$ cat src/rtl/fmRegPkg.sv
package fmRegPkg;

  localparam int FM_CH       = 6;
  localparam int FM_SLOTS    = 2 * FM_CH;
  localparam int PATCH_BYTES = 8;
  localparam int ADDR_W      = 6;
  localparam int DATA_W      = 8;
  localparam int PIDX_W      = $clog2(PATCH_BYTES);
  localparam int FNUM_W      = 9;
  localparam int FLO_W       = 8;
  localparam int BLOCK_W     = 3;
  localparam int NIB_W       = 4;
  localparam int TL_W        = 6;
  localparam int KSL_W       = 2;
  localparam int FB_W        = 3;
  localparam int VOL_SHIFT   = TL_W - NIB_W;

  // Unpacked operator parameters
  typedef struct packed {
    logic             am;
    logic             pm;
    logic             egType;
    logic             ksr;
    logic [NIB_W-1:0] mult;
    logic [KSL_W-1:0] ksl;
    logic             wave;
    logic [NIB_W-1:0] ar;
    logic [NIB_W-1:0] dr;
    logic [NIB_W-1:0] sl;
    logic [NIB_W-1:0] rr;
  } fmOp_t;

  // Whole custom voice after unpacking
  typedef struct packed {
    fmOp_t            modOp;
    fmOp_t            carOp;
    logic [TL_W-1:0]  modTl;
    logic [FB_W-1:0]  fb;
  } fmPatch_t;

  // Control-to-datapath write strobes (one-hot target plus payload)
  typedef struct packed {
    logic [PATCH_BYTES-1:0] patchSel;
    logic [FM_CH-1:0]       fLoSel;
    logic [FM_CH-1:0]       fHiSel;
    logic [FM_CH-1:0]       insVolSel;
    logic [DATA_W-1:0]      data;
  } fmWrStb_t;

  // Merge one packed patch byte into the unpacked voice
  function automatic fmPatch_t applyPatchByte(fmPatch_t cur, logic [PIDX_W-1:0] idx,
                                              logic [DATA_W-1:0] b);
    fmPatch_t nxt;
    nxt = cur;
    case (idx)
      3'd0: begin
        nxt.modOp.am     = b[7];
        nxt.modOp.pm     = b[6];
        nxt.modOp.egType = b[5];
        nxt.modOp.ksr    = b[4];
        nxt.modOp.mult   = b[3:0];
      end
      3'd1: begin
        nxt.carOp.am     = b[7];
        nxt.carOp.pm     = b[6];
        nxt.carOp.egType = b[5];
        nxt.carOp.ksr    = b[4];
        nxt.carOp.mult   = b[3:0];
      end
      3'd2: begin
        nxt.modOp.ksl = b[7:6];
        nxt.modTl     = b[5:0];
      end
      3'd3: begin
        nxt.carOp.ksl  = b[7:6];
        nxt.carOp.wave = b[4];
        nxt.modOp.wave = b[3];
        nxt.fb         = b[2:0];
      end
      3'd4: begin
        nxt.modOp.ar = b[7:4];
        nxt.modOp.dr = b[3:0];
      end
      3'd5: begin
        nxt.carOp.ar = b[7:4];
        nxt.carOp.dr = b[3:0];
      end
      3'd6: begin
        nxt.modOp.sl = b[7:4];
        nxt.modOp.rr = b[3:0];
      end
      3'd7: begin
        nxt.carOp.sl = b[7:4];
        nxt.carOp.rr = b[3:0];
      end
    endcase
    return nxt;
  endfunction

endpackage

$ cat src/rtl/fmRegCtrl.sv
module fmRegCtrl
  import fmRegPkg::*;
(
  input  logic              clk,
  input  logic              rstN,
  input  logic              wrEn,
  input  logic              wrSel,
  input  logic [DATA_W-1:0] wrData,
  output fmWrStb_t          stb
);

  logic [ADDR_W-1:0] addrQ;

  // Register address latch
  always_ff @(posedge clk or negedge rstN) begin
    if (!rstN) begin
      addrQ <= '0;
    end else if (wrEn && !wrSel) begin
      addrQ <= wrData[ADDR_W-1:0];
    end
  end

  // Address decode: group in bits 5:4, index in bits 3:0
  always_comb begin
    stb      = '0;
    stb.data = wrData;
    if (wrEn && wrSel) begin
      case (addrQ[5:4])
        2'd0: if (!addrQ[3]) stb.patchSel[addrQ[PIDX_W-1:0]] = 1'b1;
        2'd1: for (int c = 0; c < FM_CH; c++) if (addrQ[3:0] == 4'(c)) stb.fLoSel[c] = 1'b1;
        2'd2: for (int c = 0; c < FM_CH; c++) if (addrQ[3:0] == 4'(c)) stb.fHiSel[c] = 1'b1;
        2'd3: for (int c = 0; c < FM_CH; c++) if (addrQ[3:0] == 4'(c)) stb.insVolSel[c] = 1'b1;
      endcase
    end
  end

  logic [PATCH_BYTES+3*FM_CH-1:0] allSel;
  assign allSel = {stb.patchSel, stb.fLoSel, stb.fHiSel, stb.insVolSel};

  AST_ADDR_CAPTURE: assert property (@(posedge clk) disable iff (!rstN)
    (wrEn && !wrSel) |=> addrQ == $past(wrData[ADDR_W-1:0]));
  AST_ADDR_HOLD: assert property (@(posedge clk) disable iff (!rstN)
    !(wrEn && !wrSel) |=> $stable(addrQ));
  AST_ONE_TARGET: assert property (@(posedge clk) disable iff (!rstN)
    $onehot0(allSel));
  AST_IDLE_QUIET: assert property (@(posedge clk) disable iff (!rstN)
    !(wrEn && wrSel) |-> allSel == '0);

endmodule

$ cat src/rtl/fmRegData.sv
module fmRegData
  import fmRegPkg::*;
(
  input  logic                         clk,
  input  logic                         rstN,
  input  fmWrStb_t                     stb,
  output logic [FM_CH*FNUM_W-1:0]      chFnum,
  output logic [FM_CH*BLOCK_W-1:0]     chBlock,
  output logic [FM_CH-1:0]             chSustain,
  output logic [FM_CH*NIB_W-1:0]       chInst,
  output logic [FM_CH*FB_W-1:0]        chFeedback,
  output logic [FM_SLOTS-1:0]          slotAm,
  output logic [FM_SLOTS-1:0]          slotPm,
  output logic [FM_SLOTS-1:0]          slotEgType,
  output logic [FM_SLOTS-1:0]          slotKsr,
  output logic [FM_SLOTS*NIB_W-1:0]    slotMult,
  output logic [FM_SLOTS*KSL_W-1:0]    slotKsl,
  output logic [FM_SLOTS*TL_W-1:0]     slotTl,
  output logic [FM_SLOTS-1:0]          slotWave,
  output logic [FM_SLOTS*NIB_W-1:0]    slotAr,
  output logic [FM_SLOTS*NIB_W-1:0]    slotDr,
  output logic [FM_SLOTS*NIB_W-1:0]    slotSl,
  output logic [FM_SLOTS*NIB_W-1:0]    slotRr,
  output logic [FM_SLOTS-1:0]          keyOnStb,
  output logic [FM_SLOTS-1:0]          keyOffStb
);

  fmPatch_t           customQ;
  logic [FLO_W-1:0]   fLoQ   [FM_CH];
  logic               fnHiQ  [FM_CH];
  logic [BLOCK_W-1:0] blockQ [FM_CH];
  logic               susQ   [FM_CH];
  logic [NIB_W-1:0]   insQ   [FM_CH];
  logic [NIB_W-1:0]   volQ   [FM_CH];
  logic [FM_CH-1:0]   keyQ;
  logic [FM_SLOTS-1:0] keyOnQ;
  logic [FM_SLOTS-1:0] keyOffQ;

  always_ff @(posedge clk or negedge rstN) begin
    if (!rstN) begin
      customQ <= '0;
      keyQ    <= '0;
      keyOnQ  <= '0;
      keyOffQ <= '0;
      for (int c = 0; c < FM_CH; c++) begin
        fLoQ[c]   <= '0;
        fnHiQ[c]  <= 1'b0;
        blockQ[c] <= '0;
        susQ[c]   <= 1'b0;
        insQ[c]   <= '0;
        volQ[c]   <= '0;
      end
    end else begin
      keyOnQ  <= '0;
      keyOffQ <= '0;
      for (int k = 0; k < PATCH_BYTES; k++) begin
        if (stb.patchSel[k]) customQ <= applyPatchByte(customQ, PIDX_W'(k), stb.data);
      end
      for (int c = 0; c < FM_CH; c++) begin
        if (stb.fLoSel[c]) fLoQ[c] <= stb.data;
        if (stb.fHiSel[c]) begin
          fnHiQ[c]  <= stb.data[0];
          blockQ[c] <= stb.data[3:1];
          susQ[c]   <= stb.data[5];
          keyQ[c]   <= stb.data[4];
          if (stb.data[4] && !keyQ[c]) begin
            keyOnQ[2*c]   <= 1'b1;
            keyOnQ[2*c+1] <= 1'b1;
          end
          if (!stb.data[4] && keyQ[c]) begin
            keyOffQ[2*c+1] <= 1'b1;
          end
        end
        if (stb.insVolSel[c]) begin
          insQ[c] <= stb.data[7:4];
          volQ[c] <= stb.data[3:0];
        end
      end
    end
  end

  assign keyOnStb  = keyOnQ;
  assign keyOffStb = keyOffQ;

  for (genvar c = 0; c < FM_CH; c++) begin : gCh
    fmPatch_t chPatch;
    assign chPatch = (insQ[c] == '0) ? customQ : '0;

    assign chFnum[c*FNUM_W +: FNUM_W]    = {fnHiQ[c], fLoQ[c]};
    assign chBlock[c*BLOCK_W +: BLOCK_W] = blockQ[c];
    assign chSustain[c]                  = susQ[c];
    assign chInst[c*NIB_W +: NIB_W]      = insQ[c];
    assign chFeedback[c*FB_W +: FB_W]    = chPatch.fb;

    for (genvar k = 0; k < 2; k++) begin : gOp
      localparam int S = 2 * c + k;
      fmOp_t op;
      assign op = (k == 0) ? chPatch.modOp : chPatch.carOp;
      assign slotAm[S]                  = op.am;
      assign slotPm[S]                  = op.pm;
      assign slotEgType[S]              = op.egType;
      assign slotKsr[S]                 = op.ksr;
      assign slotMult[S*NIB_W +: NIB_W] = op.mult;
      assign slotKsl[S*KSL_W +: KSL_W]  = op.ksl;
      assign slotWave[S]                = op.wave;
      assign slotAr[S*NIB_W +: NIB_W]   = op.ar;
      assign slotDr[S*NIB_W +: NIB_W]   = op.dr;
      assign slotSl[S*NIB_W +: NIB_W]   = op.sl;
      assign slotRr[S*NIB_W +: NIB_W]   = op.rr;
      assign slotTl[S*TL_W +: TL_W]     = (k == 0) ? chPatch.modTl
                                                   : {volQ[c], {VOL_SHIFT{1'b0}}};
    end

    AST_KEYON_EDGE: assert property (@(posedge clk) disable iff (!rstN)
      keyOnQ[2*c+1] |-> (keyQ[c] && !$past(keyQ[c])));
    AST_KEYON_SINGLE: assert property (@(posedge clk) disable iff (!rstN)
      keyOnQ[2*c] |=> !keyOnQ[2*c]);
    AST_KEYOFF_EDGE: assert property (@(posedge clk) disable iff (!rstN)
      keyOffQ[2*c+1] |-> (!keyQ[c] && $past(keyQ[c])));
    AST_FOREIGN_CLEAR: assert property (@(posedge clk) disable iff (!rstN)
      (insQ[c] != '0) |-> (slotAr[(2*c+1)*NIB_W +: NIB_W] == '0 &&
                           slotTl[(2*c)*TL_W +: TL_W] == '0 &&
                           chFeedback[c*FB_W +: FB_W] == '0));
  end

  AST_NO_ON_OFF_CLASH: assert property (@(posedge clk) disable iff (!rstN)
    (keyOnQ & keyOffQ) == '0);

endmodule

$ cat src/rtl/fmRegBank.sv
module fmRegBank
  import fmRegPkg::*;
(
  input  logic                         clk,
  input  logic                         rstN,
  input  logic                         wrEn,
  input  logic                         wrSel,
  input  logic [DATA_W-1:0]            wrData,
  output logic [FM_CH*FNUM_W-1:0]      chFnum,
  output logic [FM_CH*BLOCK_W-1:0]     chBlock,
  output logic [FM_CH-1:0]             chSustain,
  output logic [FM_CH*NIB_W-1:0]       chInst,
  output logic [FM_CH*FB_W-1:0]        chFeedback,
  output logic [FM_SLOTS-1:0]          slotAm,
  output logic [FM_SLOTS-1:0]          slotPm,
  output logic [FM_SLOTS-1:0]          slotEgType,
  output logic [FM_SLOTS-1:0]          slotKsr,
  output logic [FM_SLOTS*NIB_W-1:0]    slotMult,
  output logic [FM_SLOTS*KSL_W-1:0]    slotKsl,
  output logic [FM_SLOTS*TL_W-1:0]     slotTl,
  output logic [FM_SLOTS-1:0]          slotWave,
  output logic [FM_SLOTS*NIB_W-1:0]    slotAr,
  output logic [FM_SLOTS*NIB_W-1:0]    slotDr,
  output logic [FM_SLOTS*NIB_W-1:0]    slotSl,
  output logic [FM_SLOTS*NIB_W-1:0]    slotRr,
  output logic [FM_SLOTS-1:0]          keyOnStb,
  output logic [FM_SLOTS-1:0]          keyOffStb
);

  fmWrStb_t wrStb;

  fmRegCtrl ctrl_i (
    .clk    (clk),
    .rstN   (rstN),
    .wrEn   (wrEn),
    .wrSel  (wrSel),
    .wrData (wrData),
    .stb    (wrStb)
  );

  fmRegData data_i (
    .clk        (clk),
    .rstN       (rstN),
    .stb        (wrStb),
    .chFnum     (chFnum),
    .chBlock    (chBlock),
    .chSustain  (chSustain),
    .chInst     (chInst),
    .chFeedback (chFeedback),
    .slotAm     (slotAm),
    .slotPm     (slotPm),
    .slotEgType (slotEgType),
    .slotKsr    (slotKsr),
    .slotMult   (slotMult),
    .slotKsl    (slotKsl),
    .slotTl     (slotTl),
    .slotWave   (slotWave),
    .slotAr     (slotAr),
    .slotDr     (slotDr),
    .slotSl     (slotSl),
    .slotRr     (slotRr),
    .keyOnStb   (keyOnStb),
    .keyOffStb  (keyOffStb)
  );

endmodule

$ cat config.mk
export PLATFORM = sky130hd
export DESIGN_NAME = fmRegBank
export DESIGN_NICKNAME = d
export VERILOG_FILES = /design/src/rtl/fmRegPkg.sv /design/src/rtl/fmRegCtrl.sv /design/src/rtl/fmRegData.sv /design/src/rtl/fmRegBank.sv
export SDC_FILE = /design/constraint.sdc
export NUM_CORES = 1
export LEC_CHECK = 0
export BUFFER_PORTS_ARGS = -buffer_cell sky130_fd_sc_hd__buf_2
export CORE_AREA = 4 4 215 217
export CTS_CLUSTER_SIZE = 10
export DETAILED_ROUTE_END_ITERATION = 12
export DIE_AREA = 0 0 219 221
export SYNTH_ARGS = -nofsm -noshare
export SYNTH_HDL_FRONTEND = slang
export SYNTH_SLANG_ARGS = --single-unit
$ cat constraint.sdc
create_clock -name clk -period 2.62 [get_ports clk]
set_input_delay 0.131 -clock clk [delete_from_list [all_inputs] [get_ports clk]]
set_output_delay 0.131 -clock clk [all_outputs]
set_load 0.05 [all_outputs]
## Word-level counts from Yosys, hierarchy flattened

Index checks and enable logic that the tools add are counted.

| storage, ports and cells | value |
|---|---|
| word-level logic and storage cells | 175 |
| bits in writable memories | 0 |
| memory bits (read-only) | 0 |
| memories kept | 0 |
| register bits | 219 |
| bits in latches | 0 |

| cells by class | value |
|---|---|
| add/subtract/negate cells | 0 |
| shift operators | 0 |
| bitwise operators | 7 |
| multiplexer cells | 51 |
| eq/ne operators | 8 |
| $mul | 0 |
| reductions and logical operators | 38 |
| order comparisons | 2 |
| divide/modulo/power cells | 0 |

Operators with widths:

| cell | number |
|---|---|
| $mux 63 | 6 |
| $mux 55 | 2 |
| $mux 44 | 2 |
| $mux 53 | 1 |
| $mux 52 | 1 |
| $logic_not 4->1 | 7 |
| $mux 26 | 1 |
| $mux 2 | 12 |
| $mux 1 | 19 |
| $mux 6 | 3 |
| $mux 17 | 1 |
| $mux 8 | 2 |
| $logic_and 1x1->1 | 15 |
| $eq 4x2->1 const B | 2 |
| $eq 4x3->1 const B | 2 |
| $logic_not 1->1 | 8 |
| $reduce_and 8->1 | 1 |
| $not 1->1 | 7 |
| $reduce_and 7->1 | 1 |
| $reduce_and 6->1 | 1 |
| $reduce_and 5->1 | 1 |
| $eq 2x2->1 const B | 2 |
| $eq 4x1->1 const B | 1 |
| $lt 3x4->1 const B | 1 |
| other kinds (7) | 7 |

## Longest topological paths before layout

Gate-level depths: netlist of run 1.

| depth | value |
|---|---|
| word-level depth | 14 |
| gate-level depth with buffers | 5 |

## Cells and area by module

From an unflattened synthesis of run 1, not the netlist that was laid out.

| second synthesis, totals | value |
|---|---|
| cell total of the unflattened synthesis | 972 |
| area total of the unflattened synthesis | 10996.8 µm² |

Modules (own cells, without submodules):

| module | cells an instance | times used | area an instance (µm²) |
|---|---|---|---|
| fmRegData | 912 | 1 | 10485.1 |
| fmRegCtrl | 60 | 1 | 511.7 |

## Worst setup path before layout of run 1

Ideal clock, no wire load.

| path | value |
|---|---|
| path kind | reg-to-output |
| from | reg data_i.insQ, in the netlist data_i.chInst[1] |
| to | out chFeedback[0] |
| path slack | 0.489 ns |
| data arrival time | 2.000 ns |
| stages on the path, launching flop included | 4 |
| buffers on the path | 1 |
| cell sequence | dfrtp_1 nor4_1 clkbuf_1 and2_1 |

| on the way | value |
|---|---|
| longest elaborated chain between the ends | 2 |

Ends and longest elaborated chain:

| item | RTL line | source |
|---|---|---|
| start, declared | fmRegData.sv:33 | `logic [NIB_W-1:0] insQ [FM_CH];` |
| start signal, assigned by index | fmRegData.sv:75 | `insQ[c] <= stb.data[7:4];` |
| $logic_not 4->1 | fmRegData.sv:87 | `assign chPatch = (insQ[c] == '0) ? customQ : '0;` |
| $mux 63 | fmRegData.sv:87 |  |
| end, declared | fmRegBank.sv:13 | `output logic [FM_CH*FB_W-1:0] chFeedback,` |

Every way passes these cells.

## Worst setup path in the final report of run 1

| path | value |
|---|---|
| from | reg data_i.insQ, in the netlist data_i.chInst[17] |
| to | out slotDr[37] |

| on the way | value |
|---|---|
| longest elaborated chain between the ends | 2 |

Ends and longest elaborated chain:

| item | RTL line | source |
|---|---|---|
| $logic_not 4->1 | fmRegData.sv:87 |  |
| $mux 63 | fmRegData.sv:87 |  |
| end, declared | fmRegBank.sv:23 | `output logic [FM_SLOTS*NIB_W-1:0] slotDr,` |

Every way passes these cells.

==> impl.org, run 1 <==
** Synth
- Number of warnings printed during yosys synthesis :: 0
- After synthesis, the netlist uses 24 different library cells.
- Each instance of the synthesized netlist takes up on average 11.5 sq um.
- Instance count of the mapped netlist :: 941
- Sequential elements use 49.1% of the synthesized area.
- Total of flip-flops plus latches after synthesis :: 213
- Post-synthesis cell area :: 10800 sq um

** Die
- The initial utilization of the core area, before any placement, comes to 24.6%.
- The die covers 48400 sq um.
- The die is 219 microns wide.
- Floorplan die height :: 221 microns
- Core Region :: 44100 sq um
- Row cnt :: 77
- During I/O placement, the number of pins put on the boundary was 552.

** Power
- In this run the power density over the cells is 1220 nW/um^2.
- IR analysis of the VDD net gives a maximum drop of 656 uV.
- In this run the static leakage power is 8.67 nW.
- Total design power :: 18.3 mW

** Worst setup path
- Largest fanout of any net on the critical path :: 54
- Startpoint of the worst-slack reg-to-reg timing path :: ctrl_i.addrQ[2]
- Grouping stages by cell kind, the critical path spends the most delay in buffers and inverters.
- Kind of end point of the critical path :: output port
- The worst setup path is launched from a flip-flop.
- By startpoint and endpoint, the worst setup path is classified as reg -> out.
- Among all stages on the critical path, the largest delay is contributed by buf_4.
- At the worst endpoint, the required time is 2.49 ns.
- R2r worst-path depth :: 3
- Crit path buf inv count :: 2
- For this run, the slowest stage of the critical path takes 0.47 ns.
- Setup slack on the worst reg-to-reg path comes out at 0.54 ns.
- CP Cell Sequence :: nor4_2, buf_4, and2_1, buf_2
- In this run the critical register-to-register path is captured at data_i.slotTl[57].
- Arrival time worst endpoint :: 2.32 ns

** Clocking
- Num CTS Buffers :: 27
- Worst-Skew Late Latency :: 0.54 ns
- Clock transition at path regs :: 0.06 ns
- Clock tree synthesis found a total of 213 sinks.
- For this design, the CTS-stage hold fixing added 2 buffers.
- H-tree depth reported by CTS :: 1
- Gates resized during post-CTS repair numbered 0.
- Clock tree buffer depth :: 3
- In this run the post-CTS setup repair buffer count came out at 0.
- The cell sitting at the root of the clock tree is a clkbuf_16.
- TritonCTS built the clock tree.

** Layout
- After filler insertion, the fill cell instance count of the layout stands at 4549.
- Compared with the post-synthesis result, the final layout area differs by 37.8%.
- The count of cells in the finished layout, fillers not included, comes to 2055.
- Cells with a size suffix above 1 make up 55.0% of the layout.
- In the final design database the tool counted 1463 nets.

** Global route
- All-Layer GR Usage :: 16.2%
- Entering global routing, the biggest net connects 100 pins.
- Met2 GRT Util :: 29.2%
- Initial antenna violation count :: 3
- Vias in the first global route :: 8727
- Top Usage Layer GRT :: met2
- Summed over all layers, the global routing overflow is 0.
- The first global-routing pass estimated 60.4 mm of wire.
- For met3 alone, demand over resource in global routing was 3.95%.
- Met1 demand-to-capacity share in global routing :: 19.9%

** Routing
- After detailed routing, the number of vias per cell comes to 4.31.
- The routed layout has 8853 vias.
- For this block, the routed nets add up to 41.5 mm of wire.
- Final ANT Viol Nets :: 0
- Pre-antenna DRT Iters :: 4
- In this run, the number of DRC markers left after iteration 0 of detailed routing was 254.
- After detailed routing, the number of remaining DRC violations is 0.
- Dividing the detail-routed wire length by the instance count gives 20.2 microns.

** Timing
- Setup repair after global routing left no endpoint under its margin.
- Final-layout worst hold slack :: 0.109 ns
- Worst-Margin Slew :: 0.849 ns
- For this run, the top clock speed supported by timing is 408 MHz.
- The final-report hold violation count is 0.
- Post-layout min period :: 2.45 ns
- Max_slew headroom :: 43.4%
- Total setup violations reported at the end of the flow :: 0
- Worst-case clock skew :: 0.00752 ns
- In the finished design, the share of the clock period the worst path needs comes to 93.6%.
- Setup total negative slack on the finished layout was measured at 0 ns.
- The final max-slew violation count was 0.

** Place
- Total of buffers placed on input and output ports :: 533
- Detailed placement ended at an HPWL of 29.8 mm.
- Routability-driven placement finished with a final weighted congestion of 0.753.
- Placed instance count :: 2012

** Min path
- The path with the worst hold slack has its endpoint at ctrl_i.addrQ[3].
- Class of the worst hold path :: in -> reg
- Worst Hold Launch :: wrSel
- The worst hold path passes through 3 cells.

** Flow run
- Max Cap Viol :: 0

** Status
- The flow ran to the end, and the final reports show no timing, DRC or antenna violations.
==> metrics by stage <==
step	setup WS (ns)	cell area, sq um	utilization, %
after floorplan	0.489	10900	-
after global placement	0.607	14100	31.9
after detailed placement	0.541	14100	31.9
after CTS	0.125	14900	33.9
after global routing	0.0323	14900	33.9
final	0.167	14900	33.9
==> registers in the layout (all words and copies together) (netlist names) <==
signal and count:
data_i.keyOffStb 6, data_i.chFnum 54, data_i.chBlock 18, data_i.keyQ 6, data_i.keyOnStb 6, data_i.slotTl 24, data_i.customQ 63, ctrl_i.addrQ 6
data_i.chInst 24, data_i.chSustain 6
==> area by class of cell <==
type                    instances  area [sq um]  share of cell area, %
diodes                          2          5.00                 0.0335
multi-input cells             655          5170                   34.6
repair buffers                554          2870                   19.2
flip-flops and latches        213          5330                   35.7
clock inverters                 7           125                  0.837
well taps                     592           741                   4.96
clock buffers                  32           704                   4.71
==> cells by family (layout without fill, tap and decap cells) <==
logic type	count (synthesis)	count (layout)	synth area share, %
buf+inv	90	593	4.18
mux	201	201	20.9
flops	213	213	49.1
simple gates	436	436	25.8
other cells	1	20	0.0346
==> cells in the mapped netlist <==
library cell / count / area, sq um
nand2_1: 14 / 52.6
and4_1: 1 / 8.76
and4bb_2: 1 / 12.5
and3_1: 13 / 81.3
buf_2: 7 / 35.0
nor4_4: 1 / 21.3
conb_1: 1 / 3.75
nor3b_1: 6 / 45.0
dfrtp_1: 213 / 5330
mux2_1: 1 / 11.3
mux2_2: 200 / 2250
buf_4: 24 / 180
clkbuf_1: 56 / 210
and2_1: 378 / 2360
nor4_1: 6 / 37.5
nor4bb_1: 1 / 10.0
nor4b_4: 3 / 71.3
and4b_1: 2 / 20.0
and4bb_1: 1 / 12.5
buf_6: 2 / 22.5
nor2b_1: 3 / 18.8
nand4b_1: 1 / 8.76
clkbuf_2: 1 / 5.00
nand2_2: 5 / 31.3
==> power by group <==
part	internal (mW)	switching, mW	total (mW)
combinational	2.22	7.97	10.2
sequential	3.87	0.670	4.54
clock	2.18	1.38	3.57
==> cell usage in the layout (no fill, tap or decap), types with 3 or more instances in the layout <==
cell and instances:
nand2_2 5, bufinv_16 3, mux2_2 200, buf_4 18, nor4b_4 3, clkbuf_1 4, nand2_1 14, clkbuf_16 27
buf_2 531, nor4_2 6, and3_1 13, conb_1 18, nor3b_1 6, dfrtp_1 213, clkinv_2 3, and2_1 378
nor2b_1 3
==> routing by layer <==
layer | vias up | share of wire (%)
li1 | 4058 | -
met1 | 4421 | 40
met2 | 330 | 51
met3 | 44 | 7.0
met4 | 0 | 1.7
met5 | - | 0
==> worst min-delay path, delay by kind of cell <==
| family | cells | cell delay (ns) |
|---|---|---|
| muxes | 1 | 0.24 |
| and+or+nand+nor | 1 | 0.12 |
| buffers and inverters | 1 | 0.12 |
==> worst max-delay path by stage <==
stage	startpoint	end	slack, ns	cells after the start
3_5_place_dp	ctrl_i.addrQ[0]	data_i.chInst[3]	0.54	3
5_1_grt	data_i.chInst[5]	slotRr[10]	0.03	4
4_1_cts	data_i.chInst[9]	slotEgType[4]	0.13	4
3_3_place_gp	ctrl_i.addrQ[0]	data_i.chInst[0]	0.61	3
2_1_floorplan	data_i.chInst[1]	chFeedback[0]	0.49	3
6_report	data_i.chInst[17]	slotDr[37]	0.17	4
(Power assumes the default switching activity.)
==> run 2, diff against run 1 <==
Settings changed: CORE_AREA 4 4 215 217 to 4 4 211 213, DIE_AREA 0 0 219 221 to 0 0 215 217, SYNTH_HIERARCHICAL from default to 1.
==> run 2 against run 1 <==
Effect of this change:
- sequential power rose by 2%
- combinational power rose by 17%
- clock skew rose by 0.013 ns
- largest power group unchanged
- critical path type unchanged
- flip-flop and latch count did not move
- hold slack improved by 0.021 ns
- clock power fell by 6.7%
- non-clock buffer count rose by 16
- final cell count fell by 0.88%
==> impl.org, run 2 <==
** Power
- Peak VDD IR :: 559 uV (-15%)
- The overall power consumption came to 19.8 mW (+8.4%).
- The leakage component of the power is 8.57 nW (-1.1%).
- Areal power density over the cells :: 1310 nW/um^2 (+7.4%)

** Global route
- All-Layer GR Usage :: 16.3% (+0.060 points)
- Vias in the first global route :: 8904 (+2.0%)
- The residual overflow from global routing came to 0 (unchanged).
- The initial antenna violation count is 3 (unchanged).
- First-pass GRT wire length :: 58.7 mm (-2.7%)
- Maximum number of pins on one net before global-route repair :: 71 (-29%)

** Timing
- Worst-Margin Slew :: 0.832 ns (-0.0172 ns)
- The maximum clock frequency came to 406 MHz (-0.54%).
- Setup repair after global routing left no endpoint under its margin.
- Max_slew headroom :: 44.5% (+1.1 points)
- The final-report hold violation count is 0 (unchanged).
- The final max-slew violation count is 0 (unchanged).
- The number of endpoints failing setup at the final stage came to 0 (unchanged).
- Final clock period utilization by the worst path :: 94.1% (+0.51 points)
- Setup TNS :: 0 ns (unchanged)
- Worst-case clock skew :: 0.0203 ns (+0.0128 ns)
- Post-layout min period :: 2.47 ns (+0.0134 ns)

** Layout
- Leaving out fill and tap cells, the most frequent cells in the layout are buf_2, and2_1, dfrtp_1.
- Area of all placed cells without fillers :: 15100 sq um (+0.90%)
- The utilization of the core after routing was 35.3% (+1.4 points).
- The antenna cell count is 0 (-2).
- The final-layout fill cell count was 4309 (-5.3%).
- Most flops, register :: data_i/customQ
- The number of nets in the finished design is 1492 (+2.0%).
- The proportion of layout cells with a drive suffix above 1 is 55.1% (+0.10 points).
- Post-synthesis to final-layout area growth :: 37.1%
- Largest register FFs :: 63 (unchanged)
- The library cell used most frequently in the layout, excluding fill and tap cells, is buf_2.

** Die
- Row cnt :: 76 (-1.3%)
- Horizontal die dimension :: 215 microns (-1.8%)
- The effective utilization at floorplan came to 25.8% (+1.2 points).
- The number of primary I/O pins is 552 (unchanged).
- The total die area was 46700 sq um (-3.6%).
- Core Region :: 42700 sq um (-3.2%)
- Floorplan die height :: 217 microns (-1.8%)

** Worst setup path
- Crit path buf inv count :: 2 (unchanged)
- Kind of end point of the critical path :: output port
- Startpoint of the worst-slack reg-to-reg timing path :: ctrl_i/addrQ[4]
- The arrival time of data at the critical path endpoint was 2.33 ns (about the same).
- The highest net fanout along the worst path is 63 (+17%).
- Endpoint of the lowest-slack register-to-register path :: data_i/customQ[27]
- The data required time of the worst path was 2.49 ns (about the same).
- Crit path launch type :: flip-flop
- FF-to-FF setup slack :: 0.29 ns (-0.25 ns)
- The number of cell instances on the worst register-to-register path is 5 (+2).
- The slowest stage of the critical path belongs to the cell buf_4.
- CP Cell Sequence :: nor4_4, buf_4, and2_1, buf_2
- Slowest Stage Delay on Critical Path :: 0.51 ns (+0.04 ns)
- CP top delay family :: buffers and inverters
- Type of the worst setup path :: reg -> out

** Routing
- The wire length after detailed routing was 40.3 mm (-2.9%).
- The post-detailed-route count of antenna-violating nets came to 0 (unchanged).
- Average detailed-routed wire length per instance :: 19.8 microns (-2.0%)
- The number of iterations in the first detailed-routing pass is 4 (unchanged).
- Mean number of vias per cell :: 4.38 (+1.6%)
- The iteration-0 DRC count of the detailed router came to 240 (-5.5%).
- DRC violation count after routing :: 0 (unchanged)
- Routed via count :: 8918 (+0.73%)

** Flow run
- The max capacitance violation total was 0 (unchanged).

** Place
- The placed wire-length estimate after detailed placement came to 27.8 mm (-6.8%).
- Total of buffers placed on input and output ports :: 533 (unchanged)
- Placer's final routability congestion estimate :: 0.742 (-1.4%)
- Placed instance area :: 14300 sq um (+1.3%)

** Synth
- Sequential share of the synthesized area :: 48.5% (-0.67 points)
- Synthesized area per cell :: 11.3 sq um (-1.8%)
- The area of the mapped netlist is 11000 sq um (+1.4%).
- Count of different cell masters after synthesis :: 26 (+8.3%)
- Area share of the largest cell type after synthesis :: 48.5% (-0.67 points)
- Most used DFF post-synth :: dfrtp_1
- The total number of yosys warnings came to 6 (+6).
- Total of flip-flops plus latches after synthesis :: 213 (unchanged)
- Instance count of the mapped netlist :: 972 (+3.3%)
- FFs w/ async S/R, synth :: 100% (unchanged)
- Number of enable flip-flop cells after synthesis :: 0 (unchanged)
- Synth top cells by count :: and2_1, dfrtp_1, mux2_2
- Cell with the most instances after synthesis :: and2_1
- By area the synthesized netlist is led by dfrtp_1, and2_1, mux2_2.
- Dominant cell type by area after synthesis :: dfrtp_1

** Clocking
- The clock sink count was 213 (unchanged).
- The number of buffers created by CTS is 27 (unchanged).
- H-tree depth reported by CTS :: 1 (unchanged)
- Number of post-CTS setup repair buffers :: 0 (unchanged)
- Clock Tree Root :: clkbuf_16
- The buffer depth of the longest clock path came to 3 (unchanged).
- Worst-Skew Late Latency :: 0.55 ns (about the same)
- TritonCTS built the clock tree.
- The register clock-pin slew on the reported worst setup and hold paths is 0.05 ns (about the same).

** Min path
- The tightest min-delay check is of the in -> async type.

** Status
- Run status :: finished clean
## run 2: worst max-delay path by stage
stage | startpoint | slack (ns) | endpoint | cells after the start
2_1_floorplan | ctrl_i/addrQ[4] | 0.16 | data_i/customQ[0] | 6
3_3_place_gp | ctrl_i/addrQ[4] | 0.34 | data_i/customQ[22] | 6
3_5_place_dp | ctrl_i/addrQ[4] | 0.30 | data_i/customQ[18] | 6
4_1_cts | data_i/chInst[1] | 0.07 | slotWave[0] | 4
5_1_grt | data_i/chInst[1] | 0.006 | slotSl[7] | 4
6_report | data_i/chInst[1] | 0.15 | slotWave[0] | 4
## run 2: kinds of logic (layout without fill, tap and decap cells)
logic type	after synthesis	in the layout	synth area share, %
flops	213	213	48.5
mux	201	201	20.6
buf+inv	108	610	4.81
other cells	1	18	0.0341
simple gates	449	449	26.1
## run 2: what timing repair did
item | 4_1_cts | 5_1_grt
endpoints found under the setup margin | 0 | 45
hold buffers | 1 | 0
gates resized for setup | 0 | 2
hold endpoints to repair | 95 | 0
## run 2: per-layer routing
layer	wire [microns]	vias to the layer above	global-route usage, %
li1	-	4128	-
met1	16100	4427	19.3
met2	20600	315	29.5
met3	2990	44	5.03
met4	660	4	2.90
met5	26	-	0
## run 2: final cells by class
class	count	area (sq um)	share of cell area, %
Multi-Input combinational cell	668	5270	34.9
Clock inverter	5	45.0	0.299
Sequential cell	213	5330	35.3
Clock buffer	35	736	4.88
Tap cell	546	683	4.53
Timing Repair Buffer	570	3020	20.0
## run 2: through the flow
step	setup WS, ns	instances	hold slack (ns)
after global placement	0.343	1996	0.133
after floorplan	0.155	989	-0.165
after detailed placement	0.303	1996	0.138
after CTS	0.0684	2037	0.0795
after global routing	0.00576	2037	0.116
final	0.154	2037	0.130
## run 2: power by group
group,total (mW),switching [mW],internal [mW]
clock network,3.33,1.38,1.95
logic,11.9,9.23,2.65
registers,4.62,0.694,3.93
==> run 3, diff against run 2 <==
Settings changed: PLACE_DENSITY from default to 0.54.
==> run 3 against run 2 <==
Effect of this change:
- maximum frequency shrank 0.16%
- total power is essentially flat
- utilization shrank 0.082 points
- critical path depth grew 1
- register-to-register slack lost 0.14 ns
- final area shrank 0.23%
- sequential power is essentially flat
- worst setup slack lost 0.0040 ns
- combinational power is essentially flat
==> impl.org, run 3 (same netlist as run 2, synthesis figures left out) <==
** Timing
- Achievable frequency :: 405 MHz (-0.16%)
- Worst-case clock skew :: 0.0117 ns (-0.00866 ns)
- Endpoints failing hold :: 0 (unchanged)
- Unrepaired setup endpoints after global routing :: false
- The pin slew with the least headroom to its limit was 0.911 ns (+0.0793 ns).
- The final cycle utilization of the critical path was 94.3% (+0.15 points).
- The worst slew slack as a fraction of its limit was 39.3% (-5.3 points).
- The number of endpoints failing setup at the final stage came to 0 (unchanged).
- The final max-slew violation count was 0 (unchanged).
- The shortest clock period the worst path allows after layout is 2.47 ns (+0.00397 ns).
- The post-route worst hold slack was 0.145 ns (+0.0148 ns).
- Setup TNS :: 0 ns (unchanged)

** Power
- The share of total power consumed by net switching is 56.8% (-0.23 points).
- The total power per unit cell area came to 1320 nW/um^2 (+0.32%).
- The fraction of power consumed by the clock network came to 16.9% (about the same).
- Design internal power :: 8.58 mW (+0.61%)
- The worst IR drop on VDD came to 589 uV (+5.4%).
- The part of the total power dissipated in combinational logic is 59.9% (about the same).
- The leakage component of the power came to 8.55 nW (-0.19%).
- Total design power :: 19.8 mW (about the same)
- The sequential power share came to 23.3% (about the same).
- Power spent charging and discharging nets :: 11.3 mW (-0.31%)

** Layout
- The library cell used most frequently in the layout, excluding fill and tap cells, is buf_2.
- Final Net Count :: 1488 (-0.27%)
- Largest register FFs :: 63 (unchanged)
- The area growth from synthesis to layout is 36.8%.
- Share of post-route cells with drive strength above 1 :: 55.0% (-0.14 points)
- The finished layout cell area was 15000 sq um (-0.23%).
- Commonest non-fill, non-tap cells in the layout :: buf_2, and2_1, dfrtp_1
- Most flops, register :: data_i/customQ

** Global route
- First-pass GRT wire length :: 59.3 mm (+0.98%)
- The initial antenna violation count came to 3 (unchanged).
- The residual overflow from global routing came to 0 (unchanged).
- The pin count of the biggest net entering global routing was 85 (+20%).
- Vias in the first global route :: 9011 (+1.2%)
- All-Layer GR Usage :: 16.4% (+0.079 points)

** Routing
- Pre-antenna DRT Iters :: 4 (unchanged)
- The wire length after detailed routing was 40.2 mm (-0.16%).
- The routed via count divided by cell count was 4.38 (+0.13%).
- The wire length per cell was 19.8 microns (about the same).
- Final ANT Viol Nets :: 0 (unchanged)
- DRC violation count after routing :: 0 (unchanged)
- The via count of the routed design was 8908 (-0.11%).
- The iteration-0 DRC count of the detailed router was 334 (+39%).

** Worst setup path
- CP top delay family :: simple AND/OR/NAND/NOR gates
- Slowest Stage Delay on Critical Path :: 0.60 ns (+0.09 ns)
- Traced cell by cell, the critical path runs through nand4bb_1, nor4b_4, nor4_4, nand2_1, mux2_2.
- The worst setup path is launched from a flip-flop.
- Startpoint of the worst-slack reg-to-reg timing path :: ctrl_i/addrQ[4]
- The data required time of the worst path was 3.03 ns (+0.54 ns).
- The worst setup path is of the reg -> reg kind.
- The slowest stage of the critical path belongs to the cell nor4b_4.
- R2r worst-path depth :: 5 (unchanged)
- The highest net fanout along the worst path was 8 (-87%).
- Kind of end point of the critical path :: flip-flop
- Endpoint of the lowest-slack register-to-register path :: data_i/customQ[52]
- The arrival time of data at the critical path endpoint is 2.88 ns (+0.55 ns).
- Crit path buf inv count :: 0 (-2)
- The flop-to-flop setup slack came to 0.15 ns (-0.14 ns).

** Min path
- For hold timing, the worst endpoint is ctrl_i/addrQ[3].
- Counting instances, the worst hold path has a depth of 3.
- Class of the worst hold path :: in -> reg
- The worst hold path begins at wrSel.

** Status
- The run finished with clean final reports.

** Die
- The total die area is 46700 sq um (unchanged).
- Row cnt :: 76 (unchanged)
- Core Region :: 42700 sq um (unchanged)
- Starting Density :: 25.8% (unchanged)
- The height of the die is 217 microns (unchanged).
- I/O pin count :: 552 (unchanged)
- Horizontal die dimension :: 215 microns (unchanged)

** Clocking
- TritonCTS built the clock tree.
- The buffers inserted during post-CTS setup optimization was 0 (unchanged).
- The clock latency on the worst-skew pair is 0.53 ns (-0.02 ns).
- Clock transition at path regs :: 0.06 ns (about the same)
- Clock Tree Root :: clkbuf_16
- The level count of the clock H-tree came to 1 (unchanged).
- Clk sinks :: 213 (unchanged)
- The buffer depth of the longest clock path was 3 (unchanged).
- Num CTS Buffers :: 26 (-3.7%)

** Place
- Placed instance area :: 14300 sq um (-0.16%)
- Total of buffers placed on input and output ports :: 533 (unchanged)
- The placed wire-length estimate after detailed placement is 28.0 mm (+0.57%).
- The placer congestion estimate came to 0.749 (+0.94%).

** Flow run
- Max Cap Viol :: 0 (unchanged)
[run 3: tightest hold or removal path: cells and delay by family]
kind | cells | cell delay [ns]
simple gates | 1 | 0.13
buf+inv | 1 | 0.12
mux | 1 | 0.25
[run 3: per-layer routing]
layer | wire length, microns | vias to the layer above | global-route usage [%]
met1 | 16100 | 4392 | 19.6
met2 | 20200 | 340 | 29.4
met4 | 816 | 4 | 3.52
met5 | 21 | - | 0
met3 | 3100 | 55 | 4.65
li1 | - | 4117 | -
[run 3: area by class of cell]
type | count | area [sq um]
Fill cell | 4333 | 27700
Sequential cell | 213 | 5330
Multi-Input combinational cell | 668 | 5270
Timing Repair Buffer | 567 | 2990
Clock buffer | 34 | 732
Tap cell | 546 | 683
Clock inverter | 2 | 35.0
Antenna cell | 2 | 5.00
[run 3: timing repair]
action | 4_1_cts | 5_1_grt
resized for setup | 0 | 1
endpoints found under the setup margin | 0 | 8
hold endpoints to repair | 80 | 0
hold buffers | 1 | 0
[run 3: power by group through the flow]
stage / Combinational (mW) / Clock [mW] / Sequential (mW)
floorplan: 7.85 / 0 / 5.72
global placement: 12.0 / 0 / 4.65
detailed placement: 12.0 / 0 / 4.69
CTS: 12.0 / 3.47 / 4.64
global route: 12.4 / 3.60 / 4.75
finish: 11.9 / 3.35 / 4.62
[run 3: worst max path at each step]
stage | cells past startpoint | slack (ns) | to | start
after floorplan | 6 | 0.16 | data_i/customQ[0] | ctrl_i/addrQ[4]
after global placement | 5 | 0.24 | data_i/customQ[1] | ctrl_i/addrQ[4]
after detailed placement | 5 | 0.13 | data_i/customQ[26] | ctrl_i/addrQ[4]
after CTS | 4 | 0.09 | slotMult[16] | data_i/chInst[9]
after global routing | 5 | 0.01 | data_i/customQ[52] | ctrl_i/addrQ[4]
final | 5 | 0.15 | data_i/customQ[52] | ctrl_i/addrQ[4]
[run 3: stage by stage]
stage                     std cells  setup slack, ns  utilization [%]
after floorplan                 989            0.155                -
after global placement         1993            0.238             33.4
after detailed placement       1993            0.128             33.4
after CTS                      2030           0.0877             35.2
after global routing           2030           0.0110             35.2
final                          2032            0.150             35.2
